### src/rtl/uart_fifo_pkg.sv
package uart_fifo_pkg;

    localparam int BYTE_W = 8;

    // Control byte bit positions (software-visible, so fixed)
    localparam int CB_EN     = 0;
    localparam int CB_RXCLR  = 1;
    localparam int CB_TXCLR  = 2;
    localparam int CB_DMA    = 3;
    localparam int CB_TRG_LO = 6;
    localparam int CB_TRG_HI = 7;

    typedef enum logic [1:0] {
        TRG_ONE      = 2'b00,
        TRG_FOUR     = 2'b01,
        TRG_EIGHT    = 2'b10,
        TRG_FOURTEEN = 2'b11
    } rx_trig_e;

    typedef struct packed {
        logic     en;
        logic     dma;
        rx_trig_e trig;
    } fifo_cfg_t;

    function automatic int unsigned trig_bytes(input rx_trig_e t);
        case (t)
            TRG_ONE:   return 1;
            TRG_FOUR:  return 4;
            TRG_EIGHT: return 8;
            default:   return 14;
        endcase
    endfunction

endpackage

### src/rtl/uart_fifo_cfg.sv
module uart_fifo_cfg
    import uart_fifo_pkg::*;
(
    input  logic              clk,
    input  logic              rst,
    input  logic              we,
    input  logic [BYTE_W-1:0] wdata,
    output fifo_cfg_t         cfg,
    output logic              rx_cmd_clr,
    output logic              tx_cmd_clr,
    output logic              en_flush
);

    logic unused_rsvd;
    assign unused_rsvd = ^wdata[5:4];

    always_ff @(posedge clk) begin
        if (rst) begin
            cfg <= '{en: 1'b0, dma: 1'b0, trig: TRG_ONE};
        end else if (we) begin
            cfg.en <= wdata[CB_EN];
            if (wdata[CB_EN]) begin
                cfg.dma  <= wdata[CB_DMA];
                cfg.trig <= rx_trig_e'(wdata[CB_TRG_HI:CB_TRG_LO]);
            end
        end
    end

    // Flush commands are single-cycle pulses: nothing is stored, so they self-clear
    assign rx_cmd_clr = we && wdata[CB_EN] && wdata[CB_RXCLR];
    assign tx_cmd_clr = we && wdata[CB_EN] && wdata[CB_TXCLR];
    assign en_flush   = we && (wdata[CB_EN] != cfg.en);

endmodule

### src/rtl/uart_byte_fifo.sv
module uart_byte_fifo #(
    parameter int DEPTH = 16,
    parameter int W     = 8,
    localparam int AW    = $clog2(DEPTH),
    localparam int LVL_W = AW + 1
) (
    input  logic             clk,
    input  logic             rst,
    input  logic             clr,
    input  logic             single,
    input  logic             push,
    input  logic [W-1:0]     push_data,
    input  logic             pop,
    output logic [W-1:0]     pop_data,
    output logic [LVL_W-1:0] level,
    output logic             full,
    output logic             drop
);

    logic [W-1:0]     mem [DEPTH];
    logic [AW-1:0]    wptr, rptr;
    logic [LVL_W-1:0] cap;
    logic             push_ok, pop_ok;

    assign cap     = single ? LVL_W'(1) : LVL_W'(DEPTH);
    assign full    = (level >= cap);
    assign push_ok = push && !full;
    assign pop_ok  = pop && (level != '0);
    assign drop    = push && full && !clr;

    always_ff @(posedge clk) begin
        if (rst) begin
            wptr     <= '0;
            rptr     <= '0;
            level    <= '0;
            pop_data <= '0;
        end else if (clr) begin
            wptr  <= '0;
            rptr  <= '0;
            level <= '0;
        end else begin
            if (push_ok) begin
                mem[wptr] <= push_data;
                wptr      <= wptr + 1'b1;
            end
            if (pop_ok) begin
                pop_data <= mem[rptr];
                rptr     <= rptr + 1'b1;
            end
            level <= level + LVL_W'(push_ok) - LVL_W'(pop_ok);
        end
    end

endmodule

### src/rtl/uart_fifo_ctl.sv
module uart_fifo_ctl
    import uart_fifo_pkg::*;
#(
    parameter int DEPTH = 16,
    localparam int LVL_W = $clog2(DEPTH) + 1
) (
    input  logic              clk,
    input  logic              rst,
    input  logic              cfg_we,
    input  logic [BYTE_W-1:0] cfg_wdata,
    input  logic              rx_push,
    input  logic [BYTE_W-1:0] rx_push_data,
    input  logic              rx_pop,
    output logic [BYTE_W-1:0] rx_pop_data,
    output logic [LVL_W-1:0]  rx_level,
    output logic              rx_overrun,
    input  logic              tx_push,
    input  logic [BYTE_W-1:0] tx_push_data,
    input  logic              tx_pop,
    output logic [BYTE_W-1:0] tx_pop_data,
    output logic [LVL_W-1:0]  tx_level,
    output logic              rx_irq,
    output logic              rx_rdy,
    output logic              tx_rdy
);

    fifo_cfg_t        cfg_q;
    logic             rx_cmd_clr, tx_cmd_clr, en_flush;
    logic             rx_full, tx_full, rx_drop, tx_drop;
    logic             dma_act, rx_has, rx_at_trig, dma_hold;
    logic [LVL_W-1:0] trig_lvl;
    logic             unused_tx;

    uart_fifo_cfg u_cfg (
        .clk        (clk),
        .rst        (rst),
        .we         (cfg_we),
        .wdata      (cfg_wdata),
        .cfg        (cfg_q),
        .rx_cmd_clr (rx_cmd_clr),
        .tx_cmd_clr (tx_cmd_clr),
        .en_flush   (en_flush)
    );

    uart_byte_fifo #(.DEPTH(DEPTH), .W(BYTE_W)) u_rxq (
        .clk       (clk),
        .rst       (rst),
        .clr       (rx_cmd_clr || en_flush),
        .single    (!cfg_q.en),
        .push      (rx_push),
        .push_data (rx_push_data),
        .pop       (rx_pop),
        .pop_data  (rx_pop_data),
        .level     (rx_level),
        .full      (rx_full),
        .drop      (rx_drop)
    );

    uart_byte_fifo #(.DEPTH(DEPTH), .W(BYTE_W)) u_txq (
        .clk       (clk),
        .rst       (rst),
        .clr       (tx_cmd_clr || en_flush),
        .single    (!cfg_q.en),
        .push      (tx_push),
        .push_data (tx_push_data),
        .pop       (tx_pop),
        .pop_data  (tx_pop_data),
        .level     (tx_level),
        .full      (tx_full),
        .drop      (tx_drop)
    );

    assign unused_tx = rx_full ^ tx_drop;

    // Sticky overrun, cleared only by an explicit receive flush command
    always_ff @(posedge clk) begin
        if (rst)             rx_overrun <= 1'b0;
        else if (rx_cmd_clr) rx_overrun <= 1'b0;
        else if (rx_drop)    rx_overrun <= 1'b1;
    end

    assign trig_lvl   = LVL_W'(trig_bytes(cfg_q.trig));
    assign dma_act    = cfg_q.en && cfg_q.dma;
    assign rx_has     = (rx_level != '0);
    assign rx_at_trig = cfg_q.en ? (rx_level >= trig_lvl) : rx_has;

    assign rx_irq = rx_at_trig;
    assign rx_rdy = dma_act ? (rx_has && (dma_hold || rx_at_trig)) : rx_has;
    assign tx_rdy = dma_act ? !tx_full : (tx_level == '0);

    // DMA receive hysteresis: once ready, hold until drained
    always_ff @(posedge clk) begin
        if (rst) dma_hold <= 1'b0;
        else     dma_hold <= dma_act && rx_rdy;
    end

endmodule

### config.mk
export PLATFORM = sky130hd
export DESIGN_NAME = uart_fifo_ctl
export DESIGN_NICKNAME = d
export VERILOG_FILES = /design/src/rtl/uart_fifo_pkg.sv /design/src/rtl/uart_fifo_cfg.sv /design/src/rtl/uart_byte_fifo.sv /design/src/rtl/uart_fifo_ctl.sv
export SDC_FILE = /design/constraint.sdc
export NUM_CORES = 1
export LEC_CHECK = 0
export BUFFER_PORTS_ARGS = -buffer_cell sky130_fd_sc_hd__buf_2
export CORE_MARGIN = 2
export CORE_UTILIZATION = 32
export CTS_CLUSTER_SIZE = 30
export DETAILED_ROUTE_END_ITERATION = 12
export PLACE_DENSITY = 0.58
export SLEW_MARGIN = 20
export SYNTH_ARGS = -nofsm -noshare
export SYNTH_HDL_FRONTEND = slang
export SYNTH_SLANG_ARGS = --single-unit
### constraint.sdc
create_clock -name clk -period 3.9 [get_ports clk]
set_clock_uncertainty 0.15 [all_clocks]
set_input_delay 0.78 -clock clk [delete_from_list [all_inputs] [get_ports clk]]
set_output_delay 0.78 -clock clk [all_outputs]
set_load 0.05 [all_outputs]
# Yosys cells after proc, flatten, opt, wreduce, memory -nomap -nowiden
# Memory sizes are Yosys's and may differ from the RTL's. A register that Yosys moved wholly into a read port is not among the register bits.
# Index checks and enable logic that the tools add are counted.
word_totals:
  ff_bits: 32
  ram_bits: 256
  in_bits: 31
  out_inout_bits: 30
  wordCells: 71
  mem_count: 2
op_classes:
  n_addsub: 8
  order_cmp: 3
  eq_ne: 3
  mux: 13
  bitwise: 2
  reduce_logical: 29
memory_table:
  columns: ["name", "depth", "width", "read_ports", "rd_ports_with_merged_regs", "wr", "line", "text"]
  rows:
  - ["u_rxq.mem", 16, 8, 1, 1, 1, "uart_byte_fifo.sv:20", "logic [W-1:0] mem [DEPTH];"]
  - ["u_txq.mem", 16, 8, 1, 1, 1, "uart_byte_fifo.sv:20", null]
op_table:
  columns: ["op", "count"]
  rows:
  - ["4-bit by 1-bit adder with 4-bit output, second input constant", 4]
  - ["5-bit >= comparator", 3]
  - ["1-bit logical AND", 13]
  - ["4-bit case mux with 3 select lines", 1]
  - ["1-bit two-way mux", 11]
  - ["5-bit by 1-bit adder with 5-bit output", 2]
  - ["5-bit nonzero test", 2]
  - ["5-bit by 1-bit subtractor with 5-bit output", 2]
  - ["2-bit AND reduction", 3]
  - ["2-bit OR reduction", 3]
  - ["5-bit zero test", 1]
  - ["5-bit two-way mux", 1]
  - ["1-bit zero test", 3]
  - ["1-bit logical OR", 3]
  - ["2-bit by 1-bit == test with 1-bit output, second input constant", 1]
  - ["2-bit == test, second input constant", 1]
  - ["2-bit zero test", 1]
  - ["1-bit inverter", 2]
  - ["1-bit != test", 1]

# Longest topological paths before layout
# Gate-level depths: netlist of the first run.
depth:
  word_depth: 8
  depth_mapped: 13
  ltp_nobuf: 12

# By module
# Synthesis of the first run repeated with hierarchy kept, for this count alone.
unflattened:
  hier_cells: 722
  hier_area_um2: 12776.0
by_module_without_submodules:
  columns: ["module", "instances", "cells_each", "area_per_inst_um2", "seq_area_each_um2"]
  rows:
  - ["uart_byte_fifo (u_txq)", 1, 334, 6170.9, 4264.1]
  - ["uart_byte_fifo (u_rxq)", 1, 334, 6134.6, 4264.1]
  - ["uart_fifo_ctl", 1, 33, 262.8, 40.0]
  - ["uart_fifo_cfg", 1, 21, 207.7, 80.1]

# Least setup slack after synthesis of the first run
# No wires, ideal clock.
synth_path:
  kind: "register -> output"
  startpoint: "reg u_txq.level[1]"
  endpoint: "out tx_rdy"
  arrival_time_ps: 2635
  required_time_ps: 2970
  slack_ps: 335
  stages_incl_launch_ff: 6
  n_path_buf: 0
  path_cell_list: "dfxtp_1 inv_1 ha_1 nand2b_1 a41oi_2 o31ai_1"
synth_between:
  elab_chain_cells: 3
  elab_cells_between_ends: 4
  cone_classes: "order compare (1); mux (1); reduce/logical (2)"
synth_lines:
  columns: ["element", "line", "text"]
  rows:
  - ["start: declaration", "uart_byte_fifo.sv:15", "output logic [LVL_W-1:0] level,"]
  - ["start signal: assignment", "uart_byte_fifo.sv:50", "level <= level + LVL_W'(push_ok) - LVL_W'(pop_ok);"]
  - ["5-bit >= comparator", "uart_byte_fifo.sv:26", "assign full = (level >= cap);"]
  - ["1-bit zero test", "uart_fifo_ctl.sv:89", "assign tx_rdy = dma_act ? !tx_full : (tx_level == '0);"]
  - ["1-bit two-way mux *", "uart_fifo_ctl.sv:89", null]
  - ["end: declaration", "uart_fifo_ctl.sv:24", "output logic tx_rdy"]
# Mark *: on every way between the ends. The rest lies on a longest branch, timed or not.

# Final worst setup path of the first run
layout_path:
  startpoint: "reg u_cfg.cfg[3] (netlist bit)"
  endpoint: "out tx_rdy"
layout_between:
  elab_chain_cells: 4
  elab_cells_between_ends: 5
  cone_classes: "order compare (1); mux (2); reduce/logical (2)"
layout_lines:
  columns: ["element", "line", "text"]
  rows:
  - ["start: declaration", "uart_fifo_cfg.sv:8", "output fifo_cfg_t cfg,"]
  - ["start signal: assignment", "uart_fifo_cfg.sv:19", "cfg <= '{en: 1'b0, dma: 1'b0, trig: TRG_ONE};"]
  - ["5-bit two-way mux", "uart_byte_fifo.sv:25", "assign cap = single ? LVL_W'(1) : LVL_W'(DEPTH);"]
  - ["5-bit >= comparator", "uart_byte_fifo.sv:26", null]
  - ["1-bit zero test", "uart_fifo_ctl.sv:89", null]
  - ["1-bit two-way mux *", "uart_fifo_ctl.sv:89", null]
# Marked as above.

==> impl_metrics.yaml, run 1 <==
synth:
  synth_edf_count: 256
  synth_top_area_share_pct: 62.0
  async_flop_share_pct: 0
  netlist_area_um2: 12400
  yosys_warnings: 0
  ys_seq_area_share_pct: 69.8
  ys.flop_type: "edfxtp_1"
  synth_largest_area_cell: "edfxtp_1"
  avgSynthCellArea_um2: 17.7
  yosys_register_bits: 304
  synthMostInstantiatedCell: "edfxtp_1"
  syn_nets: 766
  synth_commonest_cells: "256 x edfxtp_1, 64 x mux4_2, 48 x dfxtp_1"
  ys_types: 45
  synth_area_leaders: "edfxtp_1 62%, mux4_2 12%, dfxtp_1 7.8%"
  syn_inst: 699
outcome:
  status: "finished clean"
layout:
  nets: 859
  seq_area_um2: 8650
  multiInputGateArea_um2: 3490
  fin_area_um2: 14500
  drive_above_1_share_pct: 26.5
  area_delta_synth_final_pct: 17.1
  fillerInstances: 3544
global_routing:
  antenna_found_initial: 2
  grt_overflow: 0
  grt_use_total_pct: 12.9
  grt_pass1_wl_um: 39100
  grt_max_degree: 35
  grt_pass1_vias: 6567
timing:
  worst_slew_pin_slew_ns: 0.966
  tns_ns: 0
  rsz0062_at_grt: "false"
  report.final.slew_viol_count: 0
  fmax_mhz: 287
  maxSlewHeadroom_pct: 35.6
  finalCritPeriodShare_pct: 89.3
  min_period_ns: 3.48
  setup_viol_count_final: 0
  hold_viol_final: 0
floorplanning:
  die-area_um2: 40300
  core_area_um2: 38500
  die_h_um: 201
  fp-row-count: 72
  start_util_pct: 32.2
  dieWidth_um: 201
  io_pins: 61
setup_path:
  timing.critical_path.from: "u_cfg.cfg[3]$_SDFFE_PP0P_"
  r2r-end: "u_rxq.level[4]$_SDFF_PP0_"
  critPathLaunchType: "flop"
  r2r-start: "u_rxq.level[2]$_SDFF_PP0_"
  path_cells: "inv_1 -> ha_1 -> nand3b_1 -> a41oi_2 -> o31ai_1 -> buf_2"
  cp_data_required_time_ns: 2.97
  critPathMaxStageDelay_ns: 0.43
  cp-end-kind: "output port"
  crit_arrival_ns: 2.55
  path_max_fanout: 7
  cp_slowest_cell: "dfxtp_1"
  crit_end: "tx_rdy"
  path_class: "flop to output port"
  rrSetupSlack_ns: 0.61
  reg2reg_depth: 12
clocking:
  clock-sinks: 304
  clock_latency_ns: 0.53
  cts_setup_buffers: 0
  hold_buffers: 0
  cts_made_buffers: 34
  root_buffer: "clkbuf_16"
  clk_pin_slew_worst_paths_ns: 0.06
  cts_tree: "built"
  cts_resized: 0
  cts.path.max_buffers: 3
  htreeDepth: 2
drt:
  ant_nets: 0
  wl_per_cell_um: 19.0
  vias: 6355
  first_pass_iters: 5
  drt-initial-drc-count: 329
  drt-total-wl_um: 25400
  vias_per_cell: 4.75
  drc: 0
placed_design:
  place_congestion: 0.718
  placed_cell_area_um2: 13400
  dp_hpwl_um: 15800
  portBuffers: 58
power:
  p_total_mw: 8.95
  peakVddDrop_mv: 0.431
  p_leak_nw: 4.78
  cellPowerDensity_nw_per_um2: 617
run:
  drv_cap: 0
min_path:
  hp-class: "flop to flop"
## stage by stage
stage	hold WS [ns]	cells	worst slack, ns	utilization (%)
floorplan	0.299	699	0.335	-
global placement	0.290	1274	0.624	34.8
detailed placement	0.296	1274	0.661	34.8
CTS	0.311	1336	0.352	37.7
global route	0.347	1336	0.281	37.7
finish	0.308	1338	0.419	37.7
## layer usage
layer / part of all wire, % / global-route usage (%) / up-vias / routed length (um)
li1: - / - / 2944 / -
met1: 45 / 16.5 / 3238 / 11300
met2: 49 / 21.7 / 140 / 12300
met3: 5.0 / 3.04 / 33 / 1270
met4: 1.9 / 4.52 / 0 / 493
met5: 0 / 0 / - / 0
## logic make-up after synthesis
family / share of synthesized area [%]
adder cells (fa/ha/maj): 3.76
AND/OR/NAND/NOR: 5.84
flip-flops: 69.8
buffers and inverters: 2.04
AO/OA/AOI/OAI: 2.93
XOR/XNOR: 1.20
multiplexers: 14.5
## power by group
part | switching, mW | internal [mW]
Sequential | 0.211 | 3.66
Combinational | 1.19 | 0.731
Clock | 1.26 | 1.91
## worst min path at each step
| stage | slack [ns] | to | startpoint | depth (start not counted) |
|---|---|---|---|---|
| after detailed placement | 0.30 | u_txq.pop_data[0]$_SDFFE_PP0P_ | u_txq.pop_data[0]$_SDFFE_PP0P_ | 2 |
| after floorplan | 0.30 | u_cfg.cfg[2]$_SDFFE_PP0P_ | u_cfg.cfg[2]$_SDFFE_PP0P_ | 2 |
| final | 0.31 | u_rxq.pop_data[7]$_SDFFE_PP0P_ | u_rxq.pop_data[7]$_SDFFE_PP0P_ | 2 |
| after global placement | 0.29 | u_rxq.pop_data[5]$_SDFFE_PP0P_ | u_rxq.pop_data[5]$_SDFFE_PP0P_ | 2 |
| after global routing | 0.35 | u_txq.pop_data[0]$_SDFFE_PP0P_ | u_txq.pop_data[0]$_SDFFE_PP0P_ | 2 |
| after CTS | 0.31 | u_rxq.pop_data[7]$_SDFFE_PP0P_ | u_rxq.pop_data[7]$_SDFFE_PP0P_ | 2 |
## critical path, delay by kind of cell, from the launching register on
kind / cells / cell delay (ns)
AO/OA/AOI/OAI: 2 / 0.63
adder cells (fa/ha/maj): 1 / 0.32
buffers and inverters: 2 / 0.54
flip-flops: 1 / 0.43
AND/OR/NAND/NOR: 1 / 0.09
## state kept, by name, summed over array words and instances, names as in the netlist
register        flops
u_rxq.level         5
u_cfg.cfg           4
rx_overrun          1
u_rxq.wptr          4
u_txq.wptr          4
u_txq.rptr          4
u_rxq.rptr          4
u_txq.level         5
u_txq.mem         128
u_rxq.mem         128
dma_hold            1
u_rxq.pop_data      8
u_txq.pop_data      8
## area by class of cell
class / count / share of cell area (%)
flip-flops and latches: 304 / 59.6
multi-input cells: 341 / 24.1
clock buffers: 49 / 6.83
well taps: 518 / 4.47
repair buffers: 88 / 3.55
clock inverters: 13 / 0.853
inverters: 23 / 0.595
diodes: 2 / 0.0345
## layout by cell type (no fill, tap or decap), drive strengths merged, types with 7 or more instances in the layout
cell,synthesis,layout
nor2,42,42
dfxtp,48,48
clkinv,0,8
nand2b,7,7
nor3,12,12
ha,34,34
nand2,35,35
mux2i,35,35
and3,8,8
edfxtp,256,256
xnor2,9,9
clkbuf,10,49
a21oi,16,16
buf,21,88
nand3,10,10
o221ai,16,16
xor2,8,8
mux4,64,64
inv,23,24
Note: power is estimated with default switching activity, not from simulation.
==> inputs of run 2 (changes only) <==
- CELL_PAD_IN_SITES_DETAIL_PLACEMENT: default -> 1
- CELL_PAD_IN_SITES_GLOBAL_PLACEMENT: default -> 2
- PLACE_DENSITY: 0.58 -> 0.69
==> impl_metrics.yaml, run 2 (same netlist as run 1, synthesis figures left out) <==
outcome:
  status: "finished clean"
floorplanning:
  die_h_um: 201
  core_area_um2: 38500
  io_pins: 61
  fp-row-count: 72
  dieWidth_um: 201
  die-area_um2: 40300
  start_util_pct: 32.2
global_routing:
  grt_pass1_wl_um: 41600
  grt_use_total_pct: 13.6
  grt_pass1_vias: 6882
  grt_max_degree: 35
  antenna_found_initial: 0
  grt_overflow: 0
drt:
  drt-total-wl_um: 27100
  routed.top_layer: "met4"
  vias: 6383
  vias_per_cell: 4.76
  wl_met2_um: 13400
  drt-initial-drc-count: 283
  first_pass_iters: 4
  ant_nets: 0
  met3_length_um: 963
  wl_per_cell_um: 20.2
  drt-met1-wl_um: 12300
  drc: 0
clocking:
  clock_latency_ns: 0.52
  cts_tree: "built"
  cts_made_buffers: 36
  cts_resized: 0
  cts.path.max_buffers: 3
  clk_pin_slew_worst_paths_ns: 0.06
  clock-sinks: 304
  cts_setup_buffers: 0
  hold_buffers: 0
  root_buffer: "clkbuf_16"
  htreeDepth: 2
setup_path:
  path_cells: "inv_1 -> ha_1 -> nand3b_1 -> a41oi_2 -> o31ai_1 -> buf_2"
  crit_arrival_ns: 2.51
  timing.critical_path.from: "u_cfg.cfg[3]$_SDFFE_PP0P_"
  cp_data_required_time_ns: 2.97
  r2r-end: "u_rxq.level[4]$_SDFF_PP0_"
  crit_buf_inv: 2
  critPathMaxStageDelay_ns: 0.43
  reg2reg_depth: 12
  rrSetupSlack_ns: 0.61
  path_max_fanout: 7
  critPathLaunchType: "flop"
  cpLargestDelayFamily: "compound AO/OA/AOI/OAI gates"
  r2r-start: "u_rxq.level[2]$_SDFF_PP0_"
  crit_end: "tx_rdy"
  path_class: "flop to output port"
  cp-end-kind: "output port"
  worst-path-stages: 6
  cp_slowest_cell: "dfxtp_1"
timing:
  setup_ws_ns: 0.463
  setup_viol_count_final: 0
  maxSlewHeadroom_pct: 41.6
  fin_hold_ws_ns: 0.331
  min_period_ns: 3.44
  finalCritPeriodShare_pct: 88.1
  report.final.slew_viol_count: 0
  tns_ns: 0
  hold_viol_final: 0
  fmax_mhz: 291
  rsz0062_at_grt: "false"
  worst_slew_pin_slew_ns: 0.875
power:
  p_total_mw: 9.08
  peakVddDrop_mv: 0.401
  cellPowerDensity_nw_per_um2: 623
  p_leak_nw: 4.81
layout:
  fin_area_um2: 14600
  final_common_cell: "edfxtp_1"
  nets: 863
  antennaDiodeCount: 0
  largestRegisters: "u_rxq.mem (128), u_txq.mem (128)"
  fillerInstances: 3893
  utilization_pct: 37.9
  area_delta_synth_final_pct: 17.7
  finalNonFillerCells: 1341
  drive_above_1_share_pct: 27.2
  mostFrequentLayoutCells: "256 x edfxtp_1, 64 x mux4_2, 58 x buf_2"
placed_design:
  placed_cell_area_um2: 13400
  post-place-ws_ns: 0.618
  dp.cells: 1276
  dp_hpwl_um: 17600
  place_congestion: 0.731
  portBuffers: 58
min_path:
  hp-class: "flop to flop"
run:
  drv_cap: 0
## run 2: final cells by class
| type | count | area [um2] | area share, % |
|---|---|---|---|
| flip-flops and latches | 304 | 8650 | 59.3 |
| multi-input cells | 341 | 3490 | 23.9 |
| clock buffers | 47 | 962 | 6.60 |
| well taps | 518 | 648 | 4.44 |
| repair buffers | 90 | 543 | 3.72 |
| clock inverters | 18 | 196 | 1.35 |
| inverters | 23 | 86.3 | 0.592 |
## run 2: worst min-delay path by stage
stage | start | endpoint | slack, ns | cells past startpoint
after floorplan | u_cfg.cfg[2]$_SDFFE_PP0P_ | u_cfg.cfg[2]$_SDFFE_PP0P_ | 0.30 | 2
after global placement | u_rxq.pop_data[0]$_SDFFE_PP0P_ | u_rxq.pop_data[0]$_SDFFE_PP0P_ | 0.32 | 2
after detailed placement | u_txq.pop_data[5]$_SDFFE_PP0P_ | u_txq.pop_data[5]$_SDFFE_PP0P_ | 0.31 | 2
after CTS | u_txq.pop_data[5]$_SDFFE_PP0P_ | u_txq.pop_data[5]$_SDFFE_PP0P_ | 0.34 | 2
after global routing | cfg_wdata[1] | rx_overrun$_SDFFE_PP0P_ | 0.36 | 2
final | u_rxq.pop_data[0]$_SDFFE_PP0P_ | u_rxq.pop_data[0]$_SDFFE_PP0P_ | 0.33 | 2
## run 2: report_power, final
| group | switching (mW) | internal [mW] | total [mW] | leakage, nW |
|---|---|---|---|---|
| Clock | 1.31 | 1.96 | 3.26 | 0.558 |
| Sequential | 0.211 | 3.66 | 3.87 | 2.70 |
| Combinational | 1.21 | 0.730 | 1.94 | 1.56 |
## run 2: metal layers
metal  vias to the layer above  GRT usage [%]
met3                        37           2.47
met4                         0           3.65
met5                         -              0
met1                      3294           18.2
met2                       108           22.9
li1                       2944              -
## run 2: worst register-to-register path, cell delays in order, from the launching register on
cell and delay [ns]:
dfxtp_1 0.40, inv_1 0.12, ha_1 0.23, nor4b_2 0.19, nor2b_1 0.57, ha_1 0.22, inv_1 0.04, ha_1 0.20
fa_1 0.42, a21oi_1 0.16, nor2_1 0.07, or3_1 0.34, a21oi_1 0.13
